===== src/rtl/mbox_pkg.sv =====
package mbox_pkg;
    typedef enum logic {
        ST_IDLE = 1'b0,
        ST_HOLD = 1'b1
    } strobe_t;

    localparam int unsigned MBX_WR_BASE = 32;
endpackage


===== src/rtl/mbox_port_fsm.sv =====
module mbox_port_fsm
    import mbox_pkg::*;
#(
    parameter int unsigned AW      = 6,
    parameter int unsigned N       = 4,
    parameter int unsigned WR_BASE = MBX_WR_BASE
) (
    input  logic          clk,
    input  logic          rst,
    input  logic          sel_n,
    input  logic [AW-1:0] addr,
    input  logic          we,
    input  logic [1:0]    be,
    output logic          ev,
    output logic [N-1:0]  wr_hit,
    output logic [N-1:0]  rd_clr,
    output logic          mask_we
);
    localparam int unsigned RD_BASE = WR_BASE + N;
    localparam int unsigned CT_ADDR = WR_BASE + 2 * N;

    strobe_t st_q, st_d;

    always_ff @(posedge clk) begin
        if (rst) st_q <= ST_HOLD;
        else     st_q <= st_d;
    end

    always_comb begin
        st_d = st_q;
        ev   = 1'b0;
        unique case (st_q)
            ST_IDLE: if (!sel_n) begin
                st_d = ST_HOLD;
                ev   = 1'b1;
            end
            ST_HOLD: if (sel_n) st_d = ST_IDLE;
            default: st_d = ST_HOLD;
        endcase
    end

    always_comb begin
        for (int k = 0; k < N; k++) begin
            wr_hit[k] = ev && we && (addr == AW'(WR_BASE + k));
            rd_clr[k] = ev && !we && be[1] && (addr == AW'(RD_BASE + k));
        end
        mask_we = ev && we && be[0] && (addr == AW'(CT_ADDR));
    end
endmodule


===== src/rtl/mbox_store.sv =====
module mbox_store #(
    parameter int unsigned N  = 4,
    parameter int unsigned DW = 16
) (
    input  logic                 clk,
    input  logic                 rst,
    input  logic [N-1:0]         wr_hit,
    input  logic [1:0]           be,
    input  logic [DW-1:0]        wdata,
    output logic [N-1:0][DW-1:0] data,
    output logic [N-1:0]         set_req
);
    localparam int unsigned HB = DW / 2;

    for (genvar k = 0; k < N; k++) begin : g_mbx
        always_ff @(posedge clk) begin
            if (rst) begin
                data[k] <= '0;
            end else if (wr_hit[k]) begin
                if (be[0]) data[k][HB-1:0]  <= wdata[HB-1:0];
                if (be[1]) data[k][DW-1:HB] <= wdata[DW-1:HB];
            end
        end
        assign set_req[k] = wr_hit[k] & be[1];
    end
endmodule


===== src/rtl/mbox_irq_regs.sv =====
module mbox_irq_regs #(
    parameter int unsigned N = 4
) (
    input  logic         clk,
    input  logic         rst,
    input  logic [N-1:0] set_req,
    input  logic [N-1:0] clr_req,
    input  logic         mask_we,
    input  logic [N-1:0] mask_wdata,
    output logic [N-1:0] status,
    output logic [N-1:0] cause,
    output logic [N-1:0] mask,
    output logic         irq_n
);
    always_ff @(posedge clk) begin
        if (rst) begin
            status <= '0;
            cause  <= '0;
            mask   <= '1;
        end else begin
            status <= (status & ~clr_req) | set_req;
            cause  <= (cause & ~clr_req) | (set_req & ~mask);
            if (mask_we) mask <= mask_wdata;
        end
    end

    assign irq_n = ~|(cause & ~mask);
endmodule


===== src/rtl/mbox_irq_ctrl.sv =====
module mbox_irq_ctrl
    import mbox_pkg::*;
#(
    parameter int unsigned AW    = 6,
    parameter int unsigned DW    = 16,
    parameter int unsigned N_MBX = 4
) (
    input  logic          clk,
    input  logic          rst,
    input  logic          a_sel_n,
    input  logic [AW-1:0] a_addr,
    input  logic          a_we,
    input  logic [1:0]    a_be,
    input  logic [DW-1:0] a_wdata,
    output logic [DW-1:0] a_rdata,
    output logic          a_irq_n,
    input  logic          b_sel_n,
    input  logic [AW-1:0] b_addr,
    input  logic          b_we,
    input  logic [1:0]    b_be,
    input  logic [DW-1:0] b_wdata,
    output logic [DW-1:0] b_rdata,
    output logic          b_irq_n
);
    localparam int unsigned NP      = 2;
    localparam int unsigned RD_BASE = MBX_WR_BASE + N_MBX;
    localparam int unsigned CT_ADDR = MBX_WR_BASE + 2 * N_MBX;

    logic [NP-1:0]                   sel_n_v, we_v, ev_v, mask_we_v, irq_n_v;
    logic [NP-1:0][AW-1:0]           addr_v;
    logic [NP-1:0][1:0]              be_v;
    logic [NP-1:0][DW-1:0]           wdata_v, rdata_v;
    logic [NP-1:0][N_MBX-1:0]        wr_hit_v, clr_v, set_v;
    logic [NP-1:0][N_MBX-1:0]        status_v, cause_v, mask_v;
    logic [NP-1:0][N_MBX-1:0][DW-1:0] mbx_v;

    assign sel_n_v = {b_sel_n, a_sel_n};
    assign we_v    = {b_we, a_we};
    assign addr_v  = {b_addr, a_addr};
    assign be_v    = {b_be, a_be};
    assign wdata_v = {b_wdata, a_wdata};
    assign a_rdata = rdata_v[0];
    assign b_rdata = rdata_v[1];
    assign a_irq_n = irq_n_v[0];
    assign b_irq_n = irq_n_v[1];

    for (genvar p = 0; p < NP; p++) begin : g_port
        localparam int unsigned Q = NP - 1 - p;

        mbox_port_fsm #(.AW(AW), .N(N_MBX), .WR_BASE(MBX_WR_BASE)) i_fsm (
            .clk     (clk),
            .rst     (rst),
            .sel_n   (sel_n_v[p]),
            .addr    (addr_v[p]),
            .we      (we_v[p]),
            .be      (be_v[p]),
            .ev      (ev_v[p]),
            .wr_hit  (wr_hit_v[p]),
            .rd_clr  (clr_v[p]),
            .mask_we (mask_we_v[p])
        );

        mbox_store #(.N(N_MBX), .DW(DW)) i_store (
            .clk     (clk),
            .rst     (rst),
            .wr_hit  (wr_hit_v[p]),
            .be      (be_v[p]),
            .wdata   (wdata_v[p]),
            .data    (mbx_v[p]),
            .set_req (set_v[p])
        );

        mbox_irq_regs #(.N(N_MBX)) i_irq (
            .clk        (clk),
            .rst        (rst),
            .set_req    (set_v[Q]),
            .clr_req    (clr_v[p]),
            .mask_we    (mask_we_v[p]),
            .mask_wdata (wdata_v[p][N_MBX-1:0]),
            .status     (status_v[p]),
            .cause      (cause_v[p]),
            .mask       (mask_v[p]),
            .irq_n      (irq_n_v[p])
        );

        always_comb begin
            rdata_v[p] = '0;
            if (!sel_n_v[p]) begin
                for (int k = 0; k < N_MBX; k++) begin
                    if (addr_v[p] == AW'(MBX_WR_BASE + k)) rdata_v[p] = mbx_v[p][k];
                    if (addr_v[p] == AW'(RD_BASE + k))     rdata_v[p] = mbx_v[Q][k];
                end
                if (addr_v[p] == AW'(CT_ADDR))
                    rdata_v[p] = DW'({~status_v[p], ~cause_v[p], mask_v[p]});
            end
        end
    end
endmodule


===== config.mk =====
export PLATFORM = sky130hd
export DESIGN_NAME = mbox_irq_ctrl
export DESIGN_NICKNAME = d
export VERILOG_FILES = /design/src/rtl/mbox_pkg.sv /design/src/rtl/mbox_port_fsm.sv /design/src/rtl/mbox_store.sv /design/src/rtl/mbox_irq_regs.sv /design/src/rtl/mbox_irq_ctrl.sv
export SDC_FILE = /design/constraint.sdc
export NUM_CORES = 1
export LEC_CHECK = 0
export BUFFER_PORTS_ARGS = -buffer_cell sky130_fd_sc_hd__buf_2
export CAP_MARGIN = 20
export CELL_PAD_IN_SITES_DETAIL_PLACEMENT = 1
export CELL_PAD_IN_SITES_GLOBAL_PLACEMENT = 1
export CORE_UTILIZATION = 36
export CTS_CLUSTER_DIAMETER = 200
export CTS_CLUSTER_SIZE = 16
export DETAILED_ROUTE_END_ITERATION = 10
export PLACE_DENSITY_LB_ADDON = 0.1
export SLEW_MARGIN = 20
export SYNTH_ARGS = -nofsm -noshare
export SYNTH_HDL_FRONTEND = slang
export SYNTH_SLANG_ARGS = --single-unit

===== constraint.sdc =====
create_clock -name clk -period 1.8 [get_ports clk]
set_clock_uncertainty 0.1 [all_clocks]
set_input_delay 0.09 -clock clk [delete_from_list [all_inputs] [get_ports clk]]
set_output_delay 0.09 -clock clk [all_outputs]
set_load 0.005 [all_outputs]

== Word level (Yosys, flattened, before mapping) ==
Cells that the tools add are included.

* Logic and storage cells: 142
* Bits of input ports: 54
* Bits in registers: 154
* Output and inout bits: 34

* Equal/unequal tests: 18
* Mux-type cells: 24
* Reductions and logical operators: 48
* Bitwise operators: 28

{| class="wikitable"
|+ Operators with widths
! operator !! number
|-
| $mux W16 || 20
|-
| $eq A6 B6 Y1 const B || 18
|-
| $and A4 B4 Y4 || 8
|-
| $not A4 Y4 || 8
|-
| $reduce_and A2 Y1 || 16
|-
| $logic_and A1 B1 Y1 || 26
|-
| $or A4 B4 Y4 || 4
|-
| $and A1 B1 Y1 || 8
|-
| $reduce_or A4 Y1 || 2
|-
| $logic_not A1 Y1 || 4
|-
| $mux W1 || 4
|}

== Longest topological paths before layout ==
* Word-level depth: 11
* Depth in mapped cells: 9
* Depth with buffers taken out: 5

== Modules after synthesis ==
A second synthesis with hierarchy kept.

* Cells, all modules: 974
* Area, all modules: 9345.2 sq um

{| class="wikitable"
|+ Modules (own cells, without submodules)
! module !! times used !! cells each !! seq. area each (sq um) !! area an instance (sq um)
|-
| mbox_store || 2 || 230 || 1281.2 || 2660.1
|-
| mbox_irq_ctrl || 1 || 372 || 0.0 || 2688.8
|-
| mbox_irq_regs || 2 || 50 || 240.2 || 486.7
|-
| mbox_port_fsm || 2 || 21 || 20.0 || 181.4
|}

== Worst setup path before layout ==
No wires, ideal clock.

* Kind: input port to output port
* Start: input port b_addr[2]
* End: output port b_rdata[14]
* Required time: 1.610 ns
* Stages on the path: 7
* Slack: 0.028 ns
* Arrival time: 1.582 ns
* Buffers on the path: 2
* Cell sequence: buf_2 or4b_1 buf_2 or2_1 o221ai_1 nand2_1 o2111a_1

* Cells in the longest elaborated chain, start to end: 11
* Elaborated cells between the ends (all ways): 19
* Those cells by class: 9 x eq/ne; 10 x mux

{| class="wikitable"
|+ RTL lines
! element !! line !! RTL
|-
| start: declaration || mbox_irq_ctrl.sv:18 || <nowiki>input logic [AW-1:0] b_addr,</nowiki>
|-
| $eq A6 B6 Y1 || mbox_irq_ctrl.sv:90 || <nowiki>if (addr_v[p] == AW'(MBX_WR_BASE + k)) rdata_v[p] = mbx_v[p][k];</nowiki>
|-
| $mux W16 || mbox_irq_ctrl.sv:90 ||
|-
| $mux W16 || mbox_irq_ctrl.sv:91 || <nowiki>if (addr_v[p] == AW'(RD_BASE + k)) rdata_v[p] = mbx_v[Q][k];</nowiki>
|-
| $mux W16 || mbox_irq_ctrl.sv:90 ||
|-
| $mux W16 || mbox_irq_ctrl.sv:91 ||
|-
| $mux W16 || mbox_irq_ctrl.sv:90 ||
|-
| $mux W16 || mbox_irq_ctrl.sv:91 ||
|-
| $mux W16 || mbox_irq_ctrl.sv:90 ||
|-
| $mux W16 || mbox_irq_ctrl.sv:91 ||
|-
| $mux W16 (*) || mbox_irq_ctrl.sv:93 || <nowiki>if (addr_v[p] == AW'(CT_ADDR))</nowiki>
|-
| $mux W16 (*) || mbox_irq_ctrl.sv:88 || <nowiki>if (!sel_n_v[p]) begin</nowiki>
|-
| end: declaration || mbox_irq_ctrl.sv:22 || <nowiki>output logic [DW-1:0] b_rdata,</nowiki>
|}

Mark *: on every way between the ends. The rest lies on a longest branch, timed or not.

== Worst setup path in the final report ==
* Start: register g_port[1].i_store.data[29] in the netlist's numbering
* End: output port a_rdata[13]

* Cells in the longest elaborated chain, start to end: 7

{| class="wikitable"
|+ RTL lines
! element !! line !! RTL
|-
| start: declaration || mbox_store.sv:10 || <nowiki>output logic [N-1:0][DW-1:0] data,</nowiki>
|-
| start signal: indexed assignment || mbox_store.sv:20 || <nowiki>if (be[0]) data[k][HB-1:0] <= wdata[HB-1:0];</nowiki>
|-
| start signal: indexed assignment || mbox_store.sv:21 || <nowiki>if (be[1]) data[k][DW-1:HB] <= wdata[DW-1:HB];</nowiki>
|-
| $mux W16 || mbox_irq_ctrl.sv:91 ||
|-
| $mux W16 || mbox_irq_ctrl.sv:90 ||
|-
| $mux W16 || mbox_irq_ctrl.sv:91 ||
|-
| $mux W16 || mbox_irq_ctrl.sv:90 ||
|-
| $mux W16 || mbox_irq_ctrl.sv:91 ||
|-
| $mux W16 || mbox_irq_ctrl.sv:93 ||
|-
| $mux W16 || mbox_irq_ctrl.sv:88 ||
|-
| end: declaration || mbox_irq_ctrl.sv:15 || <nowiki>output logic [DW-1:0] a_rdata,</nowiki>
|}

Every way passes these cells.

==> impl_metrics.json <==
{
  "yosysSeqAreaShare": 0.368,
  "rrSetupSlack_ns": 0.05,
  "num_rows": 55,
  "hpwl_mm": 29.9,
  "rsz0062_at_grt": "yes",
  "power_frac_comb": 0.115,
  "avgSynthCellArea_um2": 7.48,
  "synth_cell_types": 66,
  "cts_tree": "built",
  "initial_core_util": 0.368,
  "drv_cap": 0,
  "p_sw_w": 0.00204,
  "clk_pin_slew_ns": 0.06,
  "r2r-start": "g_port[0].i_fsm.st_q",
  "whs_path_depth": 2,
  "first_global_vias": 9601,
  "hold_violations": 0,
  "setup_violations": 25,
  "layoutNonFillerInstCount": 1643,
  "drc": 0,
  "finalWirelength_mm": 40.5,
  "yosys.area.top_type": "dfxtp_1",
  "relSlewSlack": 0.609,
  "synth_most_common_cell": "nand2_1",
  "worst_ep_required_time_ns": 1.61,
  "crit_chain": "inv_2 -> or4_1 -> and3_1 -> o21ai_1 -> a21o_1 -> buf_2",
  "num_antenna_cells": 0,
  "core_area_um2": 22700,
  "status": "complete, but fails checks",
  "crit_path_max_incr_delay_ns": 0.47,
  "worstSetupStartpoint": "g_port[1].i_store.data[29]",
  "nets": 1402,
  "synth_nets": 1173,
  "hp-start": "rst",
  "post-route-util": 0.535,
  "syn_area_um2": 8370,
  "holdPathEnd": "g_port[1].i_irq.cause[3]",
  "cp_max_fo": 2,
  "area_growth_pct": 45.3,
  "hp-class": "in -> reg",
  "fin_crit_ns": 2.02,
  "place_congestion": 0.958,
  "power.internal_w": 0.00611,
  "ys_seq_elements": 154,
  "ys_warn_count": 0,
  "max_freq_mhz": 495,
  "synth_edf_count": 0,
  "clk_path_buf_depth": 2,
  "synthCells": 1119,
  "p_leak_nw": 4.66,
  "root_buffer": "clkbuf_16",
  "die-area_um2": 23900,
  "swShare": 0.250,
  "vias_per_cell": 6.00,
  "path_class": "reg -> out",
  "final_cell_area_um2": 12200,
  "grt_max_degree": 45,
  "antenna_found_initial": 1,
  "dp.cells": 1555,
  "track_usage": 0.330,
  "rr_worst_depth": 5,
  "p_seq_frac": 0.418,
  "powerDensity_nw_per_um2": 670,
  "port_buffers": 87,
  "die_w_um": 154,
  "ys.flop_type": "dfxtp_1",
  "synth.top_cell.area_share": 0.368,
  "grt_pass1_wl_mm": 58.3,
  "ir_drop_v": 0.000586,
  "post_dp_cell_area_um2": 10000,
  "grt_remaining_overflow": 0,
  "tightest_slew_ns": 0.587,
  "vias": 9862,
  "r2r_end": "g_port[0].i_irq.status[0]",
  "setup_tns_ns": -2.68,
  "violations": "negative setup slack",
  "worstSkewPairLatency_ns": 0.42,
  "ios": 88,
  "critical_path.slowest_cell": "or4_1",
  "cts_num_sinks": 154,
  "async_reset_ff_frac": 0,
  "nFillCells": 2730,
  "critPathLaunchType": "register",
  "drt_iter0_drc": 838,
  "synthTopCellsByCount": "nand2_1, a21oi_1, dfxtp_1, nand3_1, nor2_1",
  "ys_top_cells_by_area": "dfxtp_1, a21oi_1, nand2_1",
  "die_h_um": 154,
  "fin_crit_sh": 1.12,
  "drt_first_pass_iters": 5,
  "cp.arrival_ns": 1.83,
  "numCtsBuffers": 17,
  "worst_slack_ns": -0.219,
  "pwr-share-clk": 0.467,
  "finalMaxSlewViolations": 0,
  "wl_per_cell_um": 24.6,
  "htree_levels": 4,
  "worstSetupEndpointType": "primary output",
  "drive_above_1_share": 0.352,
  "ant_nets": 0
}
layout by cell type (no fill, tap or decap), types with 17 or more instances in the layout:
cell | Yosys | routed
nand2_1 | 184 | 172
a21oi_1 | 163 | 145
buf_4 | 2 | 137
dfxtp_1 | 154 | 111
nand3_1 | 104 | 104
nor2_1 | 100 | 93
buf_2 | 19 | 77
dfxtp_2 | 0 | 40
mux2i_1 | 36 | 34
dlygate4sd3_1 | 0 | 33
o21ai_0 | 51 | 31
buf_6 | 3 | 26
a21oi_2 | 0 | 17
clkbuf_16 | 0 | 17
worst max path at each step:
stage / endpoint / cells past startpoint
5_1_grt: a_rdata[13] / 6
3_3_place_gp: a_rdata[1] / 6
3_5_place_dp: b_rdata[4] / 10
4_1_cts: a_rdata[13] / 6
2_1_floorplan: b_rdata[14] / 7
6_report: a_rdata[13] / 6
kinds of logic after synthesis:
logic type | after synthesis | share of synthesized area
muxes | 46 | 0.0606
DFF | 154 | 0.368
AOI/OAI and AO/OA | 345 | 0.257
buffers and inverters | 102 | 0.0522
and+or+nand+nor | 471 | 0.261
xor gates and xnor gates | 1 | 0.00105
state kept, by name, summed over array words and instances (netlist names):
signal / flops
g_port.i_irq.cause: 8
g_port.i_irq.mask: 8
g_port.i_store.data: 128
g_port.i_irq.status: 8
g_port.i_fsm.st_q: 2
cell type report:
type	count	area (um^2)	share of cell area
clock buffers	18	429	0.0353
repair buffers	294	2410	0.198
clock inverters	11	174	0.0143
well taps	285	357	0.0293
multi-input cells	863	5580	0.459
inverters	18	67.6	0.00556
flip-flops and latches	154	3140	0.259
power by group through the flow:
stage | sequential [W] | clock, W | combinational [W]
finish | 0.00341 | 0.00380 | 0.000937
global route | 0.00341 | 0.00399 | 0.000985
global placement | 0.00349 | 0 | 0.000712
detailed placement | 0.00349 | 0 | 0.000717
CTS | 0.00341 | 0.00386 | 0.000843
floorplan | 0.00349 | 0 | 0.000334
routing by layer:
layer	global-route usage	vias up	routed length (um)
met5	0	-	0
met4	0.169	0	2340
met3	0.0454	113	2120
met2	0.574	394	19800
met1	0.398	4869	16200
li1	-	4486	-
repair_timing:
action	4_1_cts	5_1_grt
buffers inserted	15	13
cloned	2	0
hold buffers	33	0
gates resized for setup	147	119
endpoints found under the setup margin	44	53
endpoints found under the hold margin	129	0
pin swaps	68	50
stage by stage:
stage / total power (W) / setup WS [ns] / hold slack (ns)
detailed placement: 0.00421 / -0.249 / 0.277
global route: 0.00839 / -0.272 / 0.0413
floorplan: 0.00382 / 0.0279 / 0.126
finish: 0.00815 / -0.219 / 0.0565
CTS: 0.00811 / -0.222 / 0.0120
global placement: 0.00420 / -0.253 / 0.271
worst max-delay path: cells and delay by family, from the launching register on:
family / cells / cell delay [ns]
and+or+nand+nor: 2 / 0.65
AOI/OAI and AO/OA: 2 / 0.24
DFF: 1 / 0.33
buffers and inverters: 2 / 0.18
Note: power is estimated with default switching activity, not from simulation.
